[src/rtl/ua_split.sv]
module ua_split #(
  parameter int ADDR_W = 32
) (
  input  logic              clk,
  input  logic              rst_n,
  input  logic              req_valid,
  output logic              req_ready,
  input  logic [ADDR_W-1:0] req_addr,
  input  logic [1:0]        req_size,
  input  logic              req_write,
  input  logic [31:0]       req_wdata,
  output logic              bus_valid,
  input  logic              bus_ready,
  output logic [ADDR_W-1:0] bus_addr,
  output logic [3:0]        bus_be,
  output logic              bus_write,
  output logic [31:0]       bus_wdata,
  input  logic [31:0]       bus_rdata,
  output logic              done,
  output logic [31:0]       done_rdata
);

  localparam int LANES = 4;
  localparam int WA_W  = ADDR_W - 2;

  typedef enum logic [1:0] {S_IDLE, S_LO, S_HI} st_t;

  st_t               st_q;
  logic [WA_W-1:0]   word_q;
  logic [1:0]        off_q;
  logic [LANES-1:0]  smask_q, be_lo_q, be_hi_q;
  logic [31:0]       wd_lo_q, wd_hi_q, rd_lo_q;
  logic              wr_q;

  logic [LANES-1:0]   smask;
  logic [2*LANES-1:0] be_wide;
  logic [63:0]        wd_wide, rd_pair, rd_shift;
  logic [31:0]        rd_res, keep;
  logic               accept, hs, last_cyc;

  assign smask = (req_size == 2'd0) ? 4'b0001 :
                 (req_size == 2'd1) ? 4'b0011 : 4'b1111;
  assign be_wide = {4'b0000, smask} << req_addr[1:0];
  assign wd_wide = {32'h0, req_wdata} << {req_addr[1:0], 3'b000};

  assign req_ready = (st_q == S_IDLE);
  assign accept    = req_valid && req_ready;
  assign hs        = bus_valid && bus_ready;
  assign last_cyc  = (st_q == S_HI) || (be_hi_q == 4'b0000);

  assign bus_valid = (st_q != S_IDLE);
  assign bus_addr  = {(st_q == S_HI) ? word_q + 1'b1 : word_q, 2'b00};
  assign bus_be    = (st_q == S_HI) ? be_hi_q : be_lo_q;
  assign bus_wdata = (st_q == S_HI) ? wd_hi_q : wd_lo_q;
  assign bus_write = wr_q;

  assign rd_pair  = (st_q == S_HI) ? {bus_rdata, rd_lo_q} : {32'h0, bus_rdata};
  assign rd_shift = rd_pair >> {off_q, 3'b000};
  assign keep     = {{8{smask_q[3]}}, {8{smask_q[2]}}, {8{smask_q[1]}}, {8{smask_q[0]}}};
  assign rd_res   = rd_shift[31:0] & keep;

  always_ff @(posedge clk) begin
    if (!rst_n) begin
      st_q       <= S_IDLE;
      word_q     <= '0;
      off_q      <= '0;
      smask_q    <= '0;
      be_lo_q    <= '0;
      be_hi_q    <= '0;
      wd_lo_q    <= '0;
      wd_hi_q    <= '0;
      rd_lo_q    <= '0;
      wr_q       <= 1'b0;
      done       <= 1'b0;
      done_rdata <= '0;
    end else begin
      done <= hs && last_cyc;
      if (hs && last_cyc)
        done_rdata <= wr_q ? 32'h0 : rd_res;
      case (st_q)
        S_IDLE: if (accept) begin
          st_q    <= S_LO;
          word_q  <= req_addr[ADDR_W-1:2];
          off_q   <= req_addr[1:0];
          smask_q <= smask;
          be_lo_q <= be_wide[3:0];
          be_hi_q <= be_wide[7:4];
          wd_lo_q <= wd_wide[31:0];
          wd_hi_q <= wd_wide[63:32];
          wr_q    <= req_write;
        end
        S_LO: if (hs) begin
          rd_lo_q <= bus_rdata;
          st_q    <= last_cyc ? S_IDLE : S_HI;
        end
        S_HI: if (hs) st_q <= S_IDLE;
        default: st_q <= S_IDLE;
      endcase
    end
  end

  AST_BUS_HOLD: assert property (@(posedge clk) disable iff (!rst_n)
    bus_valid && !bus_ready |=> bus_valid && $stable(bus_addr) && $stable(bus_be)
      && $stable(bus_wdata) && $stable(bus_write));

  AST_SPLIT_NEXT_WORD: assert property (@(posedge clk) disable iff (!rst_n)
    hs && !last_cyc |=> bus_valid && bus_addr == $past(bus_addr) + ADDR_W'(4));

  AST_BE_NONZERO: assert property (@(posedge clk) disable iff (!rst_n)
    bus_valid |-> bus_be != 4'b0000);

  AST_LANE_TOTAL: assert property (@(posedge clk) disable iff (!rst_n)
    (st_q == S_HI) |-> int'($countones(bus_be)) + int'($countones(be_lo_q))
      == int'($countones(smask_q)));

  AST_DONE_AFTER_HS: assert property (@(posedge clk) disable iff (!rst_n)
    done |-> $past(hs) && !$past(done));

  AST_BUSY_BLOCKS: assert property (@(posedge clk) disable iff (!rst_n)
    bus_valid |-> !req_ready);

endmodule

[config.mk]
export PLATFORM = sky130hd
export DESIGN_NAME = ua_split
export DESIGN_NICKNAME = d
export VERILOG_FILES = /design/src/rtl/ua_split.sv
export SDC_FILE = /design/constraint.sdc
export NUM_CORES = 1
export LEC_CHECK = 0
export ABC_CLOCK_PERIOD_IN_PS = 1600
export BUFFER_PORTS_ARGS = -buffer_cell sky130_fd_sc_hd__buf_2
export CORE_MARGIN = 8
export CORE_UTILIZATION = 30
export DETAILED_ROUTE_END_ITERATION = 10
export GPL_TIMING_DRIVEN = 1
export PLACE_DENSITY = 0.63
export SETUP_SLACK_MARGIN = 0.3
export SLEW_MARGIN = 20
export SYNTH_ARGS = -nofsm -noshare
export SYNTH_HDL_FRONTEND = slang
export SYNTH_SLANG_ARGS = --single-unit
[constraint.sdc]
create_clock -name clk -period 1.6 [get_ports clk]
set_input_delay 0.16 -clock clk [delete_from_list [all_inputs] [get_ports clk]]
set_output_delay 0.16 -clock clk [all_outputs]
set_load 0.01 [all_outputs]
Word-level counts from Yosys, hierarchy flattened. Index checks and enable logic that the tools add are counted.

Flip-flop bits (word level): 176. Input bits: 103. Output and inout bits: 104. Logic and storage cells: 46.

Add/subtract/negate cells: 1. Equality and inequality tests: 6. Shift operators: 3. Muxes and demuxes: 12. Bitwise logic cells: 1. Reductions and logical operators: 11.

Operators with widths (number): $mux 32 (2); $mux 64 (1); $shl 32x5->64 (1); $shr 64x5->32 (1); $and 32x32->32 (1); $add 30x1->30 const B (1); $mux 30 (1); $mux 4 (3); $mux 2 (4); $shl 4x2->8 (1); $pmux 2 s3 (1); $eq 2x1->1 const B (2); $logic_not 2->1 (2); $logic_not 4->1 (1); $ne 2x2->1 const B (2); $reduce_and 2->1 (2); $logic_and 1x1->1 (3); $reduce_and 3->1 (1); $eq 2x2->1 const B (1); $ne 2x1->1 const B (1); $reduce_bool 2->1 (1); $logic_or 1x1->1 (1).

Longest topological paths before layout. Gate-level depths: netlist of run 1.

Word-level depth: 5. Mapped depth: 8. Mapped depth without buffers: 5.

Worst setup path before layout of run 1. No wires, ideal clock.

Path type: register to output. From: register st_q[0]. To: output port bus_addr[31]. Data arrival time: 1592 ps. Required time: 1440 ps. Path slack: -152 ps. Cell stages (with the launch flop): 7. Path buffers: 1. Path through: dfxtp_1 -> and2b_1 -> buf_4 -> and4_1 -> nand4_2 -> nor3_1 -> xor2_1.

Word-level cells in the longest chain between the ends: 2.

Ends and longest elaborated chain: start, declared (line 28) `st_t st_q;`; start signal, assigned (line 94) `st_q <= last_cyc ? S_IDLE : S_HI;`; $eq 2x2->1 (line 52) `assign bus_addr = {(st_q == S_HI) ? word_q + 1'b1 : word_q, 2'b00};`; $mux 30 (line 52); end, declared (line 14) `output logic [ADDR_W-1:0] bus_addr,`.

No other way between the ends.

Worst setup path in the final report of run 1.
From: register st_q[0]. To: output port bus_addr[13].

The elaborated chain is that of the path after synthesis.

==> reports/qor.csv, run 1 <==
metric,value,unit
Crit-path slowest cell,dfxtp_2,
PD cells,734,nW/um2
Crit path largest cell delay,0.34,ns
Syn Inst Count,1108,
Detailed Route Iter0 Violations,792,
first-pass GRT wire length,57.2,mm
placed insts,1702,
Avg Vias per Cell,5.48,
gr ovfl total,0,
maximum fanout along the worst path,4,
Yosys top cell area share,39.2,%
die area,33900,um2
Final Net Count,1633,
Yosys reg bits,166,
Yosys top cell by area,dfxtp_1,
"FFs w/ async S/R, synth",0,%
Hold WS,0.00717,ns
CTS buffer count,17,
Post-synth top flop,dfxtp_1,
DIE HEIGHT,184,um
minimum clock period,2.27,ns
core footprint,27800,um2
"Avg Cell Area, Syn",7.66,um2
Worst EP required,1.44,ns
Worst Path Buf+Inv,3,
run status,"complete, but fails checks",
HP Class,input port to flop,
share of cells above drive strength 1,58.4,%
initial antenna violation count,4,
Clock Path Buffers,2,
GPL Wtd Cong,0.874,
CP top delay family,simple AND/OR/NAND/NOR gates,
Pins Over Slew Limit,0,
First-pass DRT Iterations,7,
Worst Tran Pin Value,1.35,ns
WS Path Type,flop to output port,
FMAX,0.440,GHz
VDD IR max,739,uV
DP Wirelength,22.2,mm
Mapped Area,8480,um2
failing checks,setup timing,
CP endpoint kind,output port,
Starting Density,30.5,%
startpoint types,flop,
TNS Setup,-85.67,ns
Remaining DRCs,0,
total global-route track usage,21.4,%
Synth Warn #,0,
RSZ-0062 raised after global routing,true,
Fin. Hold Viols,0,
number of flops mapped to enable cells by yosys,0,
Area contributors post-synth,"dfxtp_1 39%, nand2_1 15%, mux2i_1 7.9%",
crit path cell chain,and2b_4 -> nand4_1 -> buf_4 -> nor2_4 -> buf_6 -> xor2_2 -> buf_2,
Worst EP arrival,2.11,ns
Std-Cell Rows,61,
"Power, Total",12.4,mW
H-tree lvl count,4,
final worst-path setup slack,-0.671,ns
die width,184,um
vias in the first global route,10100,
R2R setup slack,-0.53,ns
Avg WL per Cell,22.0,um
max-cap violation count,0,
TritonCTS clock tree,built,
# setup viols final,219,
final setup skew,0.0225,ns
Ports,207,
design area,16800,um2
largest net degree at the start of global routing,54,
Rel. slew slack,9.74,%
Area Growth Syn to Fin,98.5,%
final core occ,60.6,%
clock latency on the worst-skew pair,0.45,ns
clk sinks,166,
Post-DP Area,10800,um2
Leak,7.60,nW
final worst-path cycle share,142,%
ANT nets after route,0,
synth unique cells,49,
"CTS clk-pin slew, worst paths",0.08,ns
"Seq/Total Area, Yosys",39.2,%
Post-Place Worst Slack,-0.174,ns
Layout Cells excl Fill,1923,
root buf cell,clkbuf_16,
port bufs,204,
WL final,42.3,mm
via count,10500,
-- state kept, by name, indices dropped and copies added (netlist names) --
name / flops
be_hi_q: 3
be_lo_q: 4
bus_write: 1
done: 1
done_rdata: 32
off_q: 2
rd_lo_q: 32
smask_q: 3
st_q: 2
wd_hi_q: 24
wd_lo_q: 32
word_q: 30
-- final cells by class --
type                            instances  area [um2]
Timing Repair Buffer                  490        5210
Sequential cell                       166        3350
Clock inverter                         15         203
Inverter                                7        31.3
Multi-Input combinational cell        847        7140
Clock buffer                           17         425
Antenna cell                            3        7.51
Fill cell                            2133       10900
Tap cell                              378         473
-- routing by layer --
metal / GRT usage [%] / wire length, um
met5: 0 / 24
met4: 8.94 / 2110
met2: 35.3 / 20500
met1: 26.3 / 16300
met3: 5.10 / 3340
-- layout by cell type, fill, tap and decap left out, types with 14 or more instances in the layout --
cell type	instances
a21oi_1	37
a21oi_2	74
a32oi_1	16
buf_12	48
buf_16	28
buf_2	164
buf_4	70
buf_6	89
clkbuf_16	25
dfxtp_1	149
dfxtp_2	16
dlygate4sd3_1	70
mux2i_1	63
nand2_1	153
nand2_2	61
nand2_4	112
nand3_2	22
nor2_1	46
nor3_1	14
nor3_2	15
o211ai_1	14
xnor2_2	15
-- cells in the mapped netlist (2+ instances only) --
| master | n |
|---|---|
| nand2_1 | 328 |
| dfxtp_1 | 166 |
| a21oi_1 | 114 |
| mux2i_1 | 67 |
| nor2_1 | 64 |
| clkbuf_1 | 59 |
| nor3_1 | 40 |
| nand3_1 | 36 |
| a32oi_1 | 23 |
| buf_2 | 22 |
| xnor2_1 | 19 |
| o21ai_0 | 18 |
| a211oi_1 | 16 |
| and2_1 | 14 |
| o211ai_1 | 14 |
| nor2b_1 | 12 |
| xor2_1 | 10 |
| mux2_2 | 8 |
| mux4_2 | 8 |
| nand3b_1 | 8 |
| nand4_1 | 7 |
| and4_1 | 6 |
| inv_1 | 6 |
| a221o_1 | 5 |
| buf_4 | 5 |
| and3_1 | 4 |
| a22oi_1 | 3 |
| buf_1 | 3 |
| a31oi_1 | 2 |
| o31ai_1 | 2 |
-- where the power goes --
part	total [mW]	switching, mW	internal (mW)	leakage [nW]
registers	4.52	0.195	4.32	1.36
clock network	4.43	2.15	2.28	0.306
logic	3.41	1.71	1.70	5.93
-- timing repair --
action | 4_1_cts | 5_1_grt
endpoints found under the setup margin | 200 | 233
cloned | 30 | 10
gates resized for setup | 356 | 346
setup buffers | 51 | 25
hold buffers | 68 | 2
endpoints found under the hold margin | 68 | 2
pin swaps | 171 | 166
-- worst reg2reg max path: stages, from the launching register on --
cell and delay, ns:
dfxtp_2 0.35, and2b_4 0.21, buf_6 0.11, buf_6 0.10, buf_6 0.11, buf_6 0.11, buf_6 0.12, buf_6 0.11
o2111ai_4 0.29, nor2_4 0.09, buf_6 0.16, a221o_1 0.28
-- kinds of logic after synthesis --
kind of cell	Yosys count	synth area share [%]
and+or+nand+nor	528	27.0
AOI/OAI and AO/OA	203	14.6
DFF	166	39.2
buffers and inverters	97	4.93
muxes	83	11.1
xor gates and xnor gates	29	2.99
adders and majority gates	1	0.147
other	1	0.0442
-- path summary, 6_finish.rpt --
path	cells past startpoint	to	startpoint
setup / recovery	7	bus_addr[13]	st_q[0]
hold / removal	3	rd_lo_q[25]	bus_rdata[25]
setup reg to reg	11	done_rdata[17]	st_q[0]
hold reg to reg	2	done_rdata[4]	done_rdata[4]
(Power assumes the default switching activity.)
==> inputs of run 2 (changes only) <==
--- a/config.mk
+++ b/config.mk
@@ -7,6 +7,7 @@
 export LEC_CHECK = 0
 export ABC_CLOCK_PERIOD_IN_PS = 1600
 export BUFFER_PORTS_ARGS = -buffer_cell sky130_fd_sc_hd__buf_2
+export CORE_ASPECT_RATIO = 0.6
 export CORE_MARGIN = 8
 export CORE_UTILIZATION = 30
 export DETAILED_ROUTE_END_ITERATION = 10
==> reports/qor.csv, run 2 (same netlist as run 1, synthesis figures left out) <==
metric,value,unit
run status,"complete, but fails checks",
failing checks,setup timing,
Largest regs,"done_rdata: 32 flops, rd_lo_q: 32 flops, wd_lo_q: 32 flops",
DIE HEIGHT,146,um
die width,233,um
Ports,207,
total global-route track usage,20.2,%
WL final,38.3,mm
die area,34100,um2
WS Path Type,flop to output port,
Worst Tran Pin Value,1.34,ns
Fin. Hold Viols,0,
Post-Place Worst Slack,-0.262,ns
clk sinks,166,
"commonest non-fill, non-tap cells in the layout","274 x nand2_1, 193 x buf_2, 153 x dfxtp_1",
Std-Cell Rows,47,
Pins Over Slew Limit,0,
"CTS clk-pin slew, worst paths",0.06,ns
Detailed Route Iter0 Violations,898,
"most common cell after layout, fill and taps aside",nand2_1,
core footprint,27700,um2
ANT nets after route,0,
GPL Wtd Cong,0.901,
VDD IR max,656,uV
FMAX,0.436,GHz
startpoint types,flop,
Worst EP required,1.44,ns
final worst-path cycle share,143,%
final setup skew,0.0183,ns
clock share of power,35.7,%
Area Growth Syn to Fin,69.2,%
gr ovfl total,0,
Clock Path Buffers,2,
storage element area,3340,um2
P_int,7.66,mW
CP endpoint kind,output port,
H-tree lvl count,4,
port bufs,204,
Worst EP arrival,2.14,ns
Logic pwr share,24.4,%
clock latency on the worst-skew pair,0.46,ns
root buf cell,clkbuf_16,
# setup viols final,112,
Hold WS,0.0330,ns
area occupied by multi-input gates,5800,um2
"Power, Total",11.2,mW
sw frac,31.5,%
TritonCTS clock tree,built,
HP Class,input port to flop,
RSZ-0062 raised after global routing,true,
maximum fanout along the worst path,4,
max-cap violation count,0,
DP Wirelength,23.9,mm
final worst-path setup slack,-0.695,ns
Remaining DRCs,0,
Switch Pwr,3.53,mW
vias in the first global route,9284,
largest net degree at the start of global routing,43,
hold depth,3,
PD cells,780,nW/um2
Reg2Reg Depth,9,
minimum clock period,2.30,ns
Starting Density,30.6,%
Filler cells,2480,
First-pass DRT Iterations,5,
Avg Vias per Cell,5.29,
first-pass GRT wire length,54.0,mm
CTS buffer count,17,
via count,9990,
Avg WL per Cell,20.3,um
Final Net Count,1613,
Rel. slew slack,10.8,%
initial antenna violation count,1,
Leak,6.27,nW
Reg power frac,39.9,%
share of cells above drive strength 1,41.9,%
R2R setup slack,-0.39,ns
run 2: path summary, 6_finish.rpt:
| check | from | end |
|---|---|---|
| min reg2reg | done_rdata[30] | done_rdata[30] |
| max | st_q[0] | bus_addr[31] |
| min | bus_rdata[15] | rd_lo_q[15] |
| max reg2reg | st_q[0] | done_rdata[18] |
run 2: layout make-up:
class | instances | area share (%)
clock inverter | 14 | 0.811
tap | 367 | 3.20
inverter | 7 | 0.201
clock buffer | 17 | 2.96
multi-input combinational | 848 | 40.4
sequential | 166 | 23.3
timing repair buffer | 469 | 29.1
antenna | 1 | 0.0174
run 2: power by group through the flow:
stage,registers (mW),clock network [mW],logic [mW]
5_1_grt,4.48,4.24,2.89
2_1_floorplan,4.54,0,1.01
6_report,4.46,4.00,2.73
3_3_place_gp,4.53,0,1.87
3_5_place_dp,4.53,0,1.88
4_1_cts,4.45,4.06,2.26
run 2: what timing repair did:
item                                    in CTS  in global routing
endpoints found under the setup margin     232                233
gates resized for setup                    126                133
hold buffers                                78                  0
cloned                                       9                 20
setup buffers                               29                 16
hold endpoints to repair                    78                  0
pin swaps                                   58                 52
run 2: worst max-delay path, cell delays in order, from the launching register on:
cell	delay, ns
dfxtp_2	0.32
and2b_4	0.29
buf_6	0.11
buf_6	0.08
and4_4	0.25
nand4_4	0.12
nor3_2	0.16
xor2_1	0.19
buf_2	0.16
run 2: metal layers:
layer  vias up  GRT usage, %  wire [um]
met5         -             0          0
met4         0          5.80        746
met3        59          5.79       3760
met2       562          29.2      16600
met1      4747          28.6      17200
li1       4622             -          -
run 2: through the flow:
stage | utilization (%) | setup TNS, ns | area [um2] | cells
after CTS | 47.8 | -33.33 | 13200 | 1852
after global routing | 51.8 | -41.92 | 14300 | 1889
after floorplan | - | -0.153 | 8800 | 1109
after detailed placement | 39.3 | -7.61 | 10900 | 1705
after global placement | 39.3 | -5.96 | 10900 | 1705
final | 51.8 | -34.71 | 14300 | 1889
==> inputs of run 3 (changes only) <==
--- a/config.mk
+++ b/config.mk
@@ -5,14 +5,14 @@
 export SDC_FILE = /design/constraint.sdc
 export NUM_CORES = 1
 export LEC_CHECK = 0
-export ABC_CLOCK_PERIOD_IN_PS = 1600
+export ABC_CLOCK_PERIOD_IN_PS = 2750
 export BUFFER_PORTS_ARGS = -buffer_cell sky130_fd_sc_hd__buf_2
 export CORE_ASPECT_RATIO = 0.6
 export CORE_MARGIN = 8
 export CORE_UTILIZATION = 30
 export DETAILED_ROUTE_END_ITERATION = 10
 export GPL_TIMING_DRIVEN = 1
-export PLACE_DENSITY = 0.63
+export PLACE_DENSITY = 0.61
 export SETUP_SLACK_MARGIN = 0.3
 export SLEW_MARGIN = 20
 export SYNTH_ARGS = -nofsm -noshare
==> constraint.sdc (replaced) <==
create_clock -name clk -period 2.75 [get_ports clk]
set_input_delay 0.275 -clock clk [delete_from_list [all_inputs] [get_ports clk]]
set_output_delay 0.275 -clock clk [all_outputs]
set_load 0.01 [all_outputs]
==> reports/qor.csv, run 3 (same netlist as run 1, synthesis figures left out) <==
metric,value,unit
core footprint,27700,um2
Largest regs,"done_rdata: 32 flops, rd_lo_q: 32 flops, wd_lo_q: 32 flops",
share of cells above drive strength 1,24.2,%
clk sinks,166,
final setup skew,0.0131,ns
Critical Path Most Common Cell,nand4_1,
Area Growth Syn to Fin,23.6,%
DIE HEIGHT,146,um
Worst Path Buf+Inv,1,
Avg Vias per Cell,5.18,
Leak,4.52,nW
Final Net Count,1374,
hold depth,3,
CP endpoint kind,output port,
vias in the first global route,8063,
FMAX,0.419,GHz
ANT nets after route,0,
VDD IR max,354,uV
Worst EP required,2.48,ns
gr ovfl total,0,
PD cells,577,nW/um2
"commonest non-fill, non-tap cells in the layout","326 x nand2_1, 204 x buf_2, 157 x dfxtp_1",
Crit path largest cell delay,0.35,ns
largest net degree at the start of global routing,89,
Ports,207,
Pins Over Slew Limit,0,
port bufs,204,
R2R setup slack,0.68,ns
Post-DP Area,9800,um2
clock latency on the worst-skew pair,0.44,ns
CP top delay family,simple AND/OR/NAND/NOR gates,
final core occ,37.9,%
WL final,30.8,mm
placed insts,1613,
Min-Delay Startpoint,req_addr[14],
DP Wirelength,22.2,mm
final worst-path cycle share,86.7,%
FF-to-FF End,done_rdata[12],
CTS buffer count,17,
via count,8564,
Worst EP arrival,2.11,ns
maximum fanout along the worst path,6,
max-cap violation count,0,
TritonCTS clock tree,built,
die width,233,um
Worst Tran Pin Value,0.902,ns
First-pass DRT Iterations,6,
Clock Path Buffers,2,
Post-Place Worst Slack,0.587,ns
RR Startpoint,st_q[0],
HP Class,input port to flop,
final worst-path setup slack,0.366,ns
"most common cell after layout, fill and taps aside",nand2_1,
Hold Path End,word_q[12],
H-tree lvl count,4,
TNS Setup,0,ns
initial antenna violation count,7,
first-pass GRT wire length,47.6,mm
area occupied by multi-input gates,4790,um2
startpoint types,flop,
design area,10500,um2
Remaining DRCs,0,
Worst Setup SP,st_q[0],
RSZ-0062 raised after global routing,true,
root buf cell,clkbuf_16,
Filler cells,2869,
WS Path Type,flop to output port,
Detailed Route Iter0 Violations,902,
run status,finished clean,
Reg2Reg Depth,7,
Layout Cells excl Fill,1653,
crit path cell chain,and2b_4 -> nand4_1 -> nor3_2 -> nand4_1 -> xnor2_1 -> buf_2,
storage element area,3340,um2
# setup viols final,0,
Rel. slew slack,39.7,%
Fin. Hold Viols,0,
total global-route track usage,17.5,%
Std-Cell Rows,47,
"CTS clk-pin slew, worst paths",0.07,ns
Crit-path slowest cell,dfxtp_4,
Avg WL per Cell,18.6,um
minimum clock period,2.38,ns
Starting Density,30.6,%
die area,34100,um2
GPL Wtd Cong,0.884,
## run 3: cell types whose count changed in the layout (fill, tap and decap cells not counted), moves of 18 or more
cell / previous run / this run
buf_12: 24 / 2
buf_6: 50 / 1
nand2_1: 274 / 326
dlygate4sd3_1: 78 / 0
o21ai_0: 0 / 18
nand2_2: 46 / 1
buf_4: 97 / 25
## run 3: final cells by class
class                   count  share of cell area (%)
flip-flops and latches    166                    31.8
inverters                   7                   0.274
repair buffers            232                    12.0
well taps                 367                    4.38
diodes                      3                  0.0716
multi-input cells         846                    45.7
clock inverters            13                    1.38
clock buffers              19                    4.32
## run 3: power breakdown
group / internal (mW) / switching [mW] / total (mW)
Clock: 1.40 / 1.11 / 2.51
Sequential: 2.51 / 0.0957 / 2.61
Combinational: 0.349 / 0.571 / 0.920
Total: 4.26 / 1.78 / 6.04
## run 3: how the worst max path moves through the flow
stage / to / slack [ns] / depth (start not counted)
after floorplan: bus_addr[31] / 0.88 / 6
after global placement: done_rdata[19] / 0.64 / 4
after detailed placement: done_rdata[19] / 0.59 / 4
after CTS: bus_addr[21] / 0.25 / 6
after global routing: bus_addr[21] / 0.27 / 6
final: bus_addr[21] / 0.37 / 6
## run 3: worst reg2reg max path: cells and delay by family, from the launching register on
kind,cells,cell delay (ns)
simple gates,3,1.00
buf+inv,2,0.36
flops,1,0.35
compound gates,2,0.28
## run 3: metal layers
layer / global-route usage, % / wire (um) / share of wire (%)
met1: 25.1 / 14900 / 48
met4: 4.71 / 500 / 1.6
met5: 0 / 51 / 0.17
met3: 5.48 / 2510 / 8.1
met2: 24.8 / 12800 / 42
## run 3: stage by stage
stage	total power, mW	hold WS, ns
finish	6.04	0.0555
global route	6.29	0.0449
CTS	6.08	0.0445
detailed placement	3.57	0.441
global placement	3.56	0.433
floorplan	3.19	0.411
## run 3: repair_timing
item	4_1_cts	5_1_grt
hold endpoints to repair	0	0
gates resized for setup	6	14
endpoints found under the setup margin	45	33
hold buffers	0	0
setup buffers	4	1
pin swaps	4	5
